$ cat config.mk
export PLATFORM = sky130hd
export DESIGN_NAME = dma_chan
export DESIGN_NICKNAME = d
export VERILOG_FILES = /design/src/rtl/dma_chan_pkg.sv /design/src/rtl/dma_regs.sv /design/src/rtl/dma_req_det.sv /design/src/rtl/dma_fsm.sv /design/src/rtl/dma_chan.sv
export SDC_FILE = /design/constraint.sdc
export NUM_CORES = 1
export LEC_CHECK = 0
export BUFFER_PORTS_ARGS = -buffer_cell sky130_fd_sc_hd__clkbuf_2
export CORE_UTILIZATION = 57
export CTS_BUF_LIST = sky130_fd_sc_hd__clkbuf_4 sky130_fd_sc_hd__clkbuf_8 sky130_fd_sc_hd__clkbuf_16
export CTS_CLUSTER_SIZE = 20
export DETAILED_ROUTE_END_ITERATION = 6
export PLACE_DENSITY = 0.87
export SLEW_MARGIN = 20
export SYNTH_ARGS = -nofsm -noshare
export SYNTH_HDL_FRONTEND = slang
export SYNTH_HIERARCHICAL = 1
export SYNTH_SLANG_ARGS = --single-unit
$ cat constraint.sdc
create_clock -name clk -period 3.2 [get_ports clk]
set_clock_uncertainty 0.2 [all_clocks]
set_input_delay 0.64 -clock clk [delete_from_list [all_inputs] [get_ports clk]]
set_output_delay 0.64 -clock clk [all_outputs]
set_load 0.01 [all_outputs]
$ cat src/rtl/dma_chan_pkg.sv
package dma_chan_pkg;

    // number of request lines and width of the select field
    localparam int NSRC = 7;
    localparam int SRCW = 3;

    // source codes whose copies run peripheral -> memory
    localparam logic [SRCW-1:0] SRC_RXFULL  = 3'd4;
    localparam logic [SRCW-1:0] SRC_CONVEND = 3'd5;

    // register offsets
    localparam logic [1:0] RO_MEM  = 2'd0;
    localparam logic [1:0] RO_PER  = 2'd1;
    localparam logic [1:0] RO_CNT  = 2'd2;
    localparam logic [1:0] RO_CTRL = 2'd3;

    // control word bit positions
    localparam int CB_SRC   = 0;
    localparam int CB_IE    = 3;
    localparam int CB_FIXED = 4;
    localparam int CB_DOWN  = 5;
    localparam int CB_WORD  = 6;
    localparam int CB_ARM   = 7;
    localparam int CB_END   = 8;

    typedef enum logic [1:0] {
        ST_IDLE  = 2'd0,
        ST_READ  = 2'd1,
        ST_WRITE = 2'd2
    } dma_state_e;

    typedef struct packed {
        logic [SRCW-1:0] src;
        logic            ie;
        logic            fixed;
        logic            down;
        logic            word;
        logic            arm;
        logic            endf;
    } ctrl_t;

endpackage

$ cat src/rtl/dma_regs.sv
module dma_regs
    import dma_chan_pkg::*;
#(
    parameter int AW = 16,
    parameter int CW = 16,
    parameter int RW = 16,
    parameter int DW = 16
) (
    input  logic            clk,
    input  logic            rst_n,
    input  logic            reg_we,
    input  logic [1:0]      reg_addr,
    input  logic [RW-1:0]   reg_wdata,
    input  logic            xfer_done,
    output logic [AW-1:0]   mem_ptr,
    output logic [AW-1:0]   per_ptr,
    output logic [SRCW-1:0] src,
    output logic            ie,
    output logic            arm,
    output logic            word,
    output logic            endf,
    output logic            last
);

    localparam int WSTEP = DW / 8;

    ctrl_t          ctrl;
    logic [CW-1:0]  count;
    logic [AW-1:0]  step;
    logic           wr_mem, wr_per, wr_cnt, wr_ctl;

    assign wr_mem = reg_we && (reg_addr == RO_MEM);
    assign wr_per = reg_we && (reg_addr == RO_PER);
    assign wr_cnt = reg_we && (reg_addr == RO_CNT);
    assign wr_ctl = reg_we && (reg_addr == RO_CTRL);

    assign step = ctrl.word ? AW'(WSTEP) : AW'(1);
    assign last = (count == CW'(1));

    always_ff @(posedge clk) begin
        if (!rst_n) begin
            mem_ptr <= '0;
            per_ptr <= '0;
            count   <= '0;
            ctrl    <= '0;
        end else begin
            if (xfer_done) begin
                if (!ctrl.fixed) begin
                    mem_ptr <= ctrl.down ? (mem_ptr - step) : (mem_ptr + step);
                end
                count <= count - CW'(1);
                if (last) begin
                    ctrl.arm  <= 1'b0;
                    ctrl.endf <= 1'b1;
                end
            end
            if (wr_mem) mem_ptr <= reg_wdata[AW-1:0];
            if (wr_per) per_ptr <= reg_wdata[AW-1:0];
            if (wr_cnt) count   <= reg_wdata[CW-1:0];
            if (wr_ctl) begin
                ctrl.src   <= reg_wdata[CB_SRC +: SRCW];
                ctrl.ie    <= reg_wdata[CB_IE];
                ctrl.fixed <= reg_wdata[CB_FIXED];
                ctrl.down  <= reg_wdata[CB_DOWN];
                ctrl.word  <= reg_wdata[CB_WORD];
                ctrl.arm   <= reg_wdata[CB_ARM];
                ctrl.endf  <= ctrl.endf & reg_wdata[CB_END];
            end
        end
    end

    assign src  = ctrl.src;
    assign ie   = ctrl.ie;
    assign arm  = ctrl.arm;
    assign word = ctrl.word;
    assign endf = ctrl.endf;


    last_disarm_chk: assert property (@(posedge clk) disable iff (!rst_n)
        (xfer_done && last && !wr_ctl) |=> (!ctrl.arm && ctrl.endf));


    per_fixed_chk: assert property (@(posedge clk) disable iff (!rst_n)
        (xfer_done && !wr_per) |=> $stable(per_ptr));


    fixed_mode_chk: assert property (@(posedge clk) disable iff (!rst_n)
        (xfer_done && ctrl.fixed && !wr_mem) |=> $stable(mem_ptr));

endmodule

$ cat src/rtl/dma_req_det.sv
module dma_req_det
    import dma_chan_pkg::*;
#(
    parameter int NS = NSRC
) (
    input  logic            clk,
    input  logic            rst_n,
    input  logic [NS-1:0]   req_in,
    input  logic [SRCW-1:0] src,
    input  logic            arm,
    input  logic            take,
    output logic            pending
);

    localparam int NSLOT = 1 << SRCW;

    logic [NS-1:0]    prev;
    logic [NSLOT-1:0] rise_all;
    logic             sel_rise;

    always_comb begin
        rise_all         = '0;
        rise_all[NS-1:0] = req_in & ~prev;
    end

    assign sel_rise = rise_all[src];

    always_ff @(posedge clk) begin
        if (!rst_n) begin
            prev    <= '0;
            pending <= 1'b0;
        end else begin
            prev <= req_in;
            if (!arm)          pending <= 1'b0;
            else if (sel_rise) pending <= 1'b1;
            else if (take)     pending <= 1'b0;
        end
    end


    arm_gate_chk: assert property (@(posedge clk) disable iff (!rst_n)
        $rose(pending) |-> $past(arm));

endmodule

$ cat src/rtl/dma_fsm.sv
module dma_fsm
    import dma_chan_pkg::*;
#(
    parameter int AW = 16,
    parameter int DW = 16
) (
    input  logic            clk,
    input  logic            rst_n,
    input  logic            arm,
    input  logic [SRCW-1:0] src,
    input  logic            word,
    input  logic            pending,
    input  logic [AW-1:0]   mem_ptr,
    input  logic [AW-1:0]   per_ptr,
    input  logic            bus_ack,
    input  logic [DW-1:0]   bus_rdata,
    output logic            take,
    output logic            xfer_done,
    output logic            bus_req,
    output logic            bus_we,
    output logic            bus_word,
    output logic [AW-1:0]   bus_addr,
    output logic [DW-1:0]   bus_wdata
);

    dma_state_e    state, nxt;
    logic          to_mem;
    logic [DW-1:0] hold;

    // state register
    always_ff @(posedge clk) begin
        if (!rst_n) state <= ST_IDLE;
        else        state <= nxt;
    end

    // transitions
    always_comb begin
        nxt = state;
        unique case (state)
            ST_IDLE:  if (arm && pending) nxt = ST_READ;
            ST_READ:  if (bus_ack)        nxt = ST_WRITE;
            ST_WRITE: if (bus_ack)        nxt = ST_IDLE;
            default:                      nxt = ST_IDLE;
        endcase
    end

    // outputs
    always_comb begin
        take      = 1'b0;
        xfer_done = 1'b0;
        bus_req   = 1'b0;
        bus_we    = 1'b0;
        bus_addr  = mem_ptr;
        unique case (state)
            ST_IDLE: take = arm && pending;
            ST_READ: begin
                bus_req  = 1'b1;
                bus_addr = to_mem ? per_ptr : mem_ptr;
            end
            ST_WRITE: begin
                bus_req   = 1'b1;
                bus_we    = 1'b1;
                bus_addr  = to_mem ? mem_ptr : per_ptr;
                xfer_done = bus_ack;
            end
            default: ;
        endcase
    end

    assign bus_word  = word;
    assign bus_wdata = word ? hold : {{(DW-8){1'b0}}, hold[7:0]};

    // direction latch and data holding register
    always_ff @(posedge clk) begin
        if (!rst_n) begin
            to_mem <= 1'b0;
            hold   <= '0;
        end else begin
            if (take) to_mem <= (src == SRC_RXFULL) || (src == SRC_CONVEND);
            if (state == ST_READ && bus_ack) hold <= bus_rdata;
        end
    end


    bus_hold_chk: assert property (@(posedge clk) disable iff (!rst_n)
        (bus_req && !bus_ack) |=> (bus_req && $stable(bus_addr) && $stable(bus_we)));


    read_then_write_chk: assert property (@(posedge clk) disable iff (!rst_n)
        (bus_req && bus_ack && !bus_we) |=> (bus_req && bus_we));


    disarmed_quiet_chk: assert property (@(posedge clk) disable iff (!rst_n)
        (state == ST_IDLE && !arm) |=> !bus_req);

endmodule

$ cat src/rtl/dma_chan.sv
module dma_chan
    import dma_chan_pkg::*;
#(
    parameter int AW = 16,
    parameter int CW = 16,
    parameter int RW = 16,
    parameter int DW = 16
) (
    input  logic            clk,
    input  logic            rst_n,
    input  logic            reg_we,
    input  logic [1:0]      reg_addr,
    input  logic [RW-1:0]   reg_wdata,
    input  logic [NSRC-1:0] req_in,
    output logic            bus_req,
    output logic            bus_we,
    output logic            bus_word,
    output logic [AW-1:0]   bus_addr,
    output logic [DW-1:0]   bus_wdata,
    input  logic [DW-1:0]   bus_rdata,
    input  logic            bus_ack,
    output logic            irq
);

    logic [AW-1:0]   mem_ptr, per_ptr;
    logic [SRCW-1:0] src;
    logic            ie, arm, word, endf, last;
    logic            pending, take, xfer_done;

    dma_regs #(.AW(AW), .CW(CW), .RW(RW), .DW(DW)) u_regs (
        .clk       (clk),
        .rst_n     (rst_n),
        .reg_we    (reg_we),
        .reg_addr  (reg_addr),
        .reg_wdata (reg_wdata),
        .xfer_done (xfer_done),
        .mem_ptr   (mem_ptr),
        .per_ptr   (per_ptr),
        .src       (src),
        .ie        (ie),
        .arm       (arm),
        .word      (word),
        .endf      (endf),
        .last      (last)
    );

    dma_req_det #(.NS(NSRC)) u_req (
        .clk     (clk),
        .rst_n   (rst_n),
        .req_in  (req_in),
        .src     (src),
        .arm     (arm),
        .take    (take),
        .pending (pending)
    );

    dma_fsm #(.AW(AW), .DW(DW)) u_fsm (
        .clk       (clk),
        .rst_n     (rst_n),
        .arm       (arm),
        .src       (src),
        .word      (word),
        .pending   (pending),
        .mem_ptr   (mem_ptr),
        .per_ptr   (per_ptr),
        .bus_ack   (bus_ack),
        .bus_rdata (bus_rdata),
        .take      (take),
        .xfer_done (xfer_done),
        .bus_req   (bus_req),
        .bus_we    (bus_we),
        .bus_word  (bus_word),
        .bus_addr  (bus_addr),
        .bus_wdata (bus_wdata)
    );

    assign irq = endf & ie;


    irq_cause_chk: assert property (@(posedge clk) disable iff (!rst_n)
        $rose(irq) |-> ($past(xfer_done) || $past(reg_we)));


    last_unit_chk: assert property (@(posedge clk) disable iff (!rst_n)
        (xfer_done && last) |=> !bus_req);

endmodule

Yosys cells after proc, flatten, opt, wreduce, memory -nomap -nowiden
Index checks and enable logic that the tools add are counted.

cells by class
  add/subtract/negate cells = 3
  $lt $le $gt $ge = 1
  equality and inequality tests = 12
  multiplexer cells = 26
  bitwise gates (word level) = 4
  reductions and logical operators = 19

operator list
  operator                                                count
  two-way mux 16 bit                                      9
  case mux 16 bit (2 select lines)                        1
  adder 16 bit                                            1
  == test 16 x 1 -> 1 bit (second input constant)         1
  subtractor 16 x 1 -> 16 bit (second input constant)     1
  subtractor 16 bit                                       1
  two-way mux 2 bit                                       7
  nonzero test 2 bit                                      5
  bitwise AND 7 bit                                       1
  two-way mux 1 bit                                       7
  inverter 7 bit                                          1
  == test 2 bit (second input constant)                   3
  == test 3 bit (second input constant)                   2
  logical AND 1 bit                                       6
  inequality test 2 bit (second input constant)           3
  case mux 2 bit (3 select lines)                         1
  AND reduction 2 bit                                     3
  == test 2 x 1 -> 1 bit (second input constant)          2
  logical NOT 2 bit                                       2
  < comparator 3 x 4 -> 1 bit (second input constant)     1
  binary-select mux 1 bit (select 3 bit)                  1
  AND reduction 3 bit                                     1
  bitwise AND 1 bit                                       2
  inequality test 2 x 1 -> 1 bit (second input constant)  1
  other kinds (2)                                         2

storage, ports and cells
  bits in registers = 84
  input bits = 45
  output and inout port bits = 36
  logic and storage cells = 80

Longest topological paths before layout
Gate-level depths: netlist of the first run.

  word-level depth = 6
  gate-level depth with buffers = 11
  mapped depth without buffers = 10

Cells and area by module
The synthesis of the first run kept the hierarchy.

by module, submodules not included
  module       instances  cells an instance  area an instance (µm²)  sequential area each (µm²)
  dma_regs     1          410                3,284.4                 1,141.1
  dma_fsm      1          135                1,142.3                 380.4
  dma_req_det  1          30                 316.6                   160.2
  dma_chan     1          1                  6.3                     0.0

Worst setup path after synthesis of the first run
OpenSTA, ideal clock, no wires.

  path kind = flip-flop to flip-flop
  start point = register u_regs/ctrl[3] (netlist bit)
  end point = register u_regs.mem_ptr[15]
  library setup time = 122 ps
  arrival time = 1,957 ps
  data required time = 2,878 ps
  slack = 920 ps
  stages on the path, launching flop included = 10
  path buffers = 0
  clock period less this slack = 2,280 ps
  cells stage by stage = dfxtp_1 -> nand2_1 -> inv_1 -> ha_1 -> nor2_1 -> a21oi_1 -> o21ai_1 -> o41ai_1 -> xnor2_1 -> o21ai_1

between the ends
  word-level cells in the longest chain between the ends = 4

ends and longest elaborated chain
  what                  line            RTL
  start, declared       dma_regs.sv:27  ctrl_t ctrl;
  two-way mux 16 bit    dma_regs.sv:49  mem_ptr <= ctrl.down ? (mem_ptr - step) : (mem_ptr + step);
  two-way mux 16 bit    dma_regs.sv:48  if (!ctrl.fixed) begin
  two-way mux 16 bit    dma_regs.sv:47  if (xfer_done) begin
  two-way mux 16 bit    dma_regs.sv:57  if (wr_mem) mem_ptr <= reg_wdata[AW-1:0];
  end signal, assigned  dma_regs.sv:49
  end signal, assigned  dma_regs.sv:57
  end, declared         dma_regs.sv:15  output logic [AW-1:0] mem_ptr,

Every way passes these cells. The select of a mux whose other input is x is not followed.
A chain may end at the register's enable or synchronous reset.

Final worst setup path of the first run
  start point = register u_fsm.state[0]
  end point = output bus_addr[4]

between the ends
  word-level cells in the longest chain between the ends = 2
  elaborated cells on any way between the ends = 3
  classes of those cells = 2 x eq/ne; 1 x mux

ends and longest elaborated chain
  what                                                            line            RTL
  start, declared                                                 dma_fsm.sv:26   dma_state_e state, nxt;
  start signal, assigned                                          dma_fsm.sv:33   else state <= nxt;
  == test 2 bit / == test 2 x 1 -> 1 bit (equally long branches)  dma_fsm.sv:54   unique case (state)
  case mux 16 bit (2 select lines) *                              dma_fsm.sv:54
  end, declared                                                   dma_chan.sv:18  output logic [AW-1:0] bus_addr,

Mark *: on every way between the ends. The rest lies on a longest branch, timed or not.

==> run metrics, run 1 <==
Fmax achieved=0.341 GHz; sequential power share=51.4%; DRT Wirelength=11800 um; min Tclk post-route=2.93 ns; clock tree from TritonCTS=yes; CP Launch Point=u_fsm/state[0]$_SDFFE_PN0P_; CTS max path bufs=2; combinational share of power=a little under an eighth; Worst-Skew Late Latency=0.37 ns; H-tree depth=3; Adder-Cell Fraction of Synth Area=5.95%; commonest cells after routing, fill and taps aside=142 x nand2_1, 84 x dfxtp_1, 80 x clkbuf_2; Psw=0.000593 W; dpl ws=0.650 ns; Site Rows=32; Leak=about 2.3 nW; cell internal pwr=0.00156 W; Fillers=647; core area=0.00789 mm^2; Avg WL per Cell=15.9 um; vias in the first global route=4084; final slew viol count=0; Starting Density=60.2%; IO Port Bufs=80; Via density=just under 6; overflow left after global routing=0; worst-path fanout max=16; Post-CTS Setup Inserts=0; max-cap check violation count=0; Hold/Removal Path Class=reg -> reg; arrival time worst endpoint=2.09 ns; ANT nets after route=0; Fin. Hold Viols=0; sequential fraction of the synthesis area=a little over a third; CTS clk-pin slew, worst paths=0.09 ns; Synth Instances=576; Final GP Congestion=0.928; via count=4326; Post-CTS Resized=0; final worst setup slack=around 0.27 ns; largest net degree at the start of global routing=37; warnings from Yosys=6; Die Ht=93.3 um; drt pass-1 iters=5; clock sinks=84; full die area=roughly 0.0087 mm^2; most common cell after layout, fill and taps aside=nand2_1; switch share=27.5%; synth-to-layout area growth=11.4%; Worst-Margin Slew=1.01 ns; Post-synth ARST share=0%; kind of end point of the critical path=primary output; syn avg cell area=8.25 um^2; # IOs=81; layout cell share with drive strength beyond 1=around a fifth; post-DP HPWL=8260 um; post-synthesis compound-gate area fraction=23.0%; CP Launch Type=flop; # nets final=701; Slew HR=32.3%; largest family of logic cells by synthesized area=simple AND/OR/NAND/NOR gates; RR Startpoint=u_regs/word$_SDFFE_PN0P_; TNS Setup=0 ns; HP Start=u_regs/per_ptr[10]$_SDFFE_PN0P_; power density over the cells=407 mW/mm^2; # diodes=0; Synth Area in XOR/XNOR=between 4 and 5%; endpoints failing setup=0; cts-stage hold buffer count=0; Final Cycle Share=91.6%; TritonCTS buffer count=9; first-pass GRT wire length=about 19000 um; WP data required=2.36 ns; total nets after synthesis=~640; Multi-input gate area=0.00277 mm^2; First DRT Iteration DRCs=between 200 and 300; simple-gate share of the synthesized area=between 20% and 30%; drc violations=0; Reg area=0.00168 mm^2; Root Buffer=clkbuf_8; Post-Syn Area=0.00475 mm^2; Primary FF master, synth=dfxtp_1; post-synthesis mux area share=0.843%; clock network fraction of design power=37.1%; RSZ-0062 raised after global routing=false; initial antenna violation count=0; CP Class=reg -> out; count of cell types in the netlist=66; outcome=finished, final reports clean; synthesized flop and latch total=84; GRT Total Usage=27.6%; Die Span X=93.3 um; number of enable flip-flop cells after synthesis=0; Worst VDD drop=0.000205 V
-- power by group through the flow --
| stage | clock network, W | registers, W | logic [W] |
|---|---|---|---|
| 2_1_floorplan | 0 | 0.00112 | 0.000162 |
| 3_3_place_gp | 0 | 0.00113 | 0.000233 |
| 3_5_place_dp | 0 | 0.00113 | 0.000240 |
| 4_1_cts | 0.000810 | 0.00111 | 0.000243 |
| 5_1_grt | 0.000853 | 0.00111 | 0.000269 |
| 6_report | 0.000798 | 0.00111 | 0.000247 |
-- routing by layer --
layer / track usage [%] / routed length [um] / share of wire, %
met1: 33.7 / 5090 / 43
met2: 47.9 / 5810 / 49
met3: 5.20 / 695 / 5.9
met4: 10.4 / 200 / 1.7
met5: 0 / 0 / 0
-- area by class of cell --
class                   count  area share [%]
clock buffers               9            2.34
well taps                 102            2.41
multi-input cells         439            52.3
flip-flops and latches     84            31.8
inverters                  13           0.922
repair buffers             87            8.56
clock inverters             7            1.66
-- critical path: stages (launching register included) --
cell and delay (ns):
dfxtp_1 0.41, inv_1 0.08, ha_1 0.26, mux2i_1 0.20, nand2_2 0.29, a22o_2 0.36
clkbuf_2 0.12
-- flip-flops by register name, indices dropped and copies added (netlist names) --
signal          cells
u_req/prev          7
u_fsm/state         2
u_fsm/hold         16
u_regs/ctrl         2
u_fsm/to_mem        1
u_regs/per_ptr     16
u_regs/count       16
u_req/pending       1
u_regs/word         1
u_regs/endf         1
u_regs/mem_ptr     16
u_regs/arm          1
u_regs/ie           1
u_regs/src          3
-- metrics by stage --
step	utilization, %	cells	area (um^2)	hold WS, ns	total power, W
final	67.1	741	5290	0.255	0.00215
after global routing	67.1	741	5290	0.263	0.00223
after CTS	67.1	741	5290	0.260	0.00216
after detailed placement	64.4	725	5080	0.247	0.00137
after global placement	64.4	725	5080	0.239	0.00136
after floorplan	-	576	4750	0.230	0.00128
-- cells by family (layout without fill, tap and decap cells) --
group / Yosys count / count (layout)
xor gates and xnor gates: 26 / 26
buffers and inverters: 53 / 116
and+or+nand+nor: 235 / 235
AOI/OAI and AO/OA: 152 / 152
DFF: 84 / 84
adders and majority gates: 22 / 22
muxes: 4 / 4
-- synthesized netlist by cell type (3+ instances only) --
cell	n	area, um^2
ha_1	21	263
buf_6	4	45.0
nand2_1	142	533
a21boi_0	33	248
nor2_1	12	45.0
a21oi_1	25	125
xnor2_1	16	140
xor2_1	10	87.6
o211a_1	13	130
nor3_2	3	30.0
o21bai_1	3	22.5
buf_4	14	105
nand4_1	4	25.0
nor2b_1	4	25.0
o21ai_1	4	20.0
and2_1	19	119
or3_1	4	25.0
nor3_1	4	20.0
clkbuf_1	18	67.6
a22o_2	6	60.1
a21boi_1	11	82.6
inv_1	13	48.8
nand3b_1	4	30.0
a22o_1	9	78.8
o21ai_0	23	115
nand3_1	18	90.1
mux2i_1	4	40.0
nand2b_1	6	37.5
o211ai_1	5	37.5
dfxtp_1	84	1680
-- path summary, 6_finish.rpt --
path                                                         to  depth (start not counted)  slack, ns
worst min register to register  u_regs/per_ptr[10]$_SDFFE_PN0P_                          2       0.26
worst min-delay path            u_regs/per_ptr[10]$_SDFFE_PN0P_                          2       0.26
worst max-delay path                                bus_addr[4]                          6       0.27
worst max register to register  u_regs/mem_ptr[15]$_SDFFE_PN0P_                         10       0.55
Power figures use the tool's default switching activity.
==> run 2, diff against run 1 <==
--- a/config.mk
+++ b/config.mk
@@ -6,11 +6,11 @@
 export NUM_CORES = 1
 export LEC_CHECK = 0
 export BUFFER_PORTS_ARGS = -buffer_cell sky130_fd_sc_hd__clkbuf_2
-export CORE_UTILIZATION = 57
+export CORE_UTILIZATION = 50
 export CTS_BUF_LIST = sky130_fd_sc_hd__clkbuf_4 sky130_fd_sc_hd__clkbuf_8 sky130_fd_sc_hd__clkbuf_16
 export CTS_CLUSTER_SIZE = 20
 export DETAILED_ROUTE_END_ITERATION = 6
-export PLACE_DENSITY = 0.87
+export PLACE_DENSITY_LB_ADDON = 0.25
 export SLEW_MARGIN = 20
 export SYNTH_ARGS = -nofsm -noshare
 export SYNTH_HDL_FRONTEND = slang
==> constraint.sdc (replaced) <==
create_clock -name clk -period 3.5 [get_ports clk]
set_clock_uncertainty 0.2 [all_clocks]
set_input_delay 0.7 -clock clk [delete_from_list [all_inputs] [get_ports clk]]
set_output_delay 0.7 -clock clk [all_outputs]
set_load 0.01 [all_outputs]
==> run 2 against run 1 <==
Against the previous run:
- die area increased by 14%
- first-iteration DRC count decreased by 26%
- highest routed layer unchanged
- core utilization is 9.2 points lower
- routed wire length fell by 3.2%
- sequential share of layout area fell by 0.36 points
- global-route usage shrank 4.1 points
- count of clock-buffer cells in the layout did not move
- critical path depth is the same
==> run metrics, run 2 (synthesis gave the netlist of run 1 again) <==
Leak=2.30 nW (+0.77%); met2 usage=40.0% (-8.0 points); RSZ-0062 raised after global routing=false; min Tclk post-route=2.93 ns; Worst VDD drop=0.000260 V (+27%); Die Span X=99.5 um (+6.6%); layout cell share with drive strength beyond 1=19.1% (-0.13 points); Post-CTS Setup Inserts=0 (unchanged); Worst-Margin Slew=0.741 ns (-0.272 ns); initial antenna violation count=0 (unchanged); Fmax achieved=0.341 GHz; Fin. Hold Viols=0 (unchanged); CP Launch Type=flop; arrival time worst endpoint=2.03 ns (-0.06 ns); most common cell after layout, fill and taps aside=nand2_1; kind of end point of the critical path=primary output; cts-stage hold buffer count=0 (unchanged); Die Ht=99.5 um (+6.6%); GR Layer Usage met3=4.43% (-0.78 points); max-cap check violation count=0 (unchanged); Starting Density=51.4% (-8.8 points); CP delay by family, top=flip-flops; first-pass GRT wire length=18500 um (-1.9%); outcome=finished, final reports clean; CP Class=reg -> out; worst path buffer plus inverter count=2 (unchanged); Slew HR=50.6% (+18 points); final slew viol count=0 (unchanged); Worst-Skew Late Latency=0.35 ns (-0.02 ns); DRT Wirelength=11400 um (-3.2%); ANT nets after route=0 (unchanged); Max stage delay on crit path=0.40 ns (about the same); drc violations=0 (unchanged); Post-CTS Resized=0 (unchanged); drt pass-1 iters=5 (unchanged); H-tree depth=3 (unchanged); GRT Total Usage=23.5% (-4.1 points); hold_ws=0.257 ns (+0.00159 ns); M1 GR Usage=30.4% (-3.4 points); # nets final=700 (-0.14%); IO Port Bufs=80 (unchanged); post-DP HPWL=8170 um (-1.2%); largest net degree at the start of global routing=35 (-5.4%); CP max stage cell=dfxtp_1; # diodes=0 (unchanged); clock tree from TritonCTS=yes; # IOs=81 (unchanged); Site Rows=35 (+9.4%); commonest cells after routing, fill and taps aside=142 x nand2_1, 84 x dfxtp_1, 80 x clkbuf_2; gr busiest metal=met2; worst-path cell chain=inv_1 -> ha_1 -> mux2i_1 -> nand2_2 -> a22o_2 -> clkbuf_2; core area=0.00924 mm^2 (+17%); overflow left after global routing=0 (unchanged); WP data required=2.60 ns (+0.24 ns); CTS max path bufs=2 (unchanged); Final GP Congestion=0.932 (+0.38%); CTS clk-pin slew, worst paths=0.09 ns (about the same); Root Buffer=clkbuf_8; TNS Setup=0 ns (unchanged); Final Cycle Share=83.8%; endpoints failing setup=0 (unchanged); Hold/Removal Path Class=reg -> reg; via count=4162 (-3.8%); synth-to-layout area growth=12.7%; worst-path fanout max=16 (unchanged); power density over the cells=390 mW/mm^2 (-4.1%); Avg WL per Cell=14.9 um (-6.5%); TritonCTS buffer count=9 (unchanged); clock sinks=84 (unchanged); vias in the first global route=3823 (-6.4%); full die area=0.00989 mm^2 (+14%); Via density=5.43 (-7.1%); First DRT Iteration DRCs=193 (-26%)
[run 2: where the power goes]
part	total [W]	internal (W)	switching [W]
clock	0.000853	0.000480	0.000373
combinational	0.000221	0.0000987	0.000122
sequential	0.00101	0.000986	0.0000271
[run 2: worst register-to-register path: stages (launching register included)]
cell and delay [ns]:
dfxtp_1 0.74, nand2_1 0.19, inv_1 0.09, ha_1 0.16, nor2_1 0.04, a21oi_1 0.25, o21ai_1 0.18, o41ai_1 0.46
xnor2_1 0.16, o21ai_1 0.08
[run 2: layout make-up]
type                       instances  area [um^2]
clock inverter                     7          123
timing repair buffer              86          445
fill                             848         3890
clock buffer                       9          124
multi-input combinational        439         2770
sequential                        84         1680
inverter                          13         48.8
tap                              129          161
[run 2: final timing paths]
path	from	end	slack, ns	cells past startpoint
worst min-delay path	u_fsm/hold[7]$_SDFFE_PN0P_	u_fsm/hold[7]$_SDFFE_PN0P_	0.26	2
worst max register to register	u_regs/ctrl[3]$_SDFFE_PN0P_	u_regs/mem_ptr[15]$_SDFFE_PN0P_	0.83	9
worst max-delay path	u_fsm/state[0]$_SDFFE_PN0P_	bus_addr[1]	0.57	6
worst min register to register	u_fsm/hold[7]$_SDFFE_PN0P_	u_fsm/hold[7]$_SDFFE_PN0P_	0.26	2
[run 2: metal layers]
metal,part of all wire (%),vias up
li1,-,2092
met1,47,1938
met2,47,124
met3,4.6,8
met4,1.2,0
met5,0,-
[run 2: per-stage QoR]
stage | util, % | std cells | instance area, um^2 | power (W) | setup WS, ns
CTS | 57.9 | 767 | 5350 | 0.00211 | 0.585
detailed placement | 55.2 | 751 | 5100 | 0.00125 | 0.838
finish | 57.9 | 767 | 5350 | 0.00209 | 0.568
global route | 57.9 | 767 | 5350 | 0.00217 | 0.500
floorplan | - | 576 | 4750 | 0.00117 | 1.20
global placement | 55.2 | 751 | 5100 | 0.00125 | 0.948
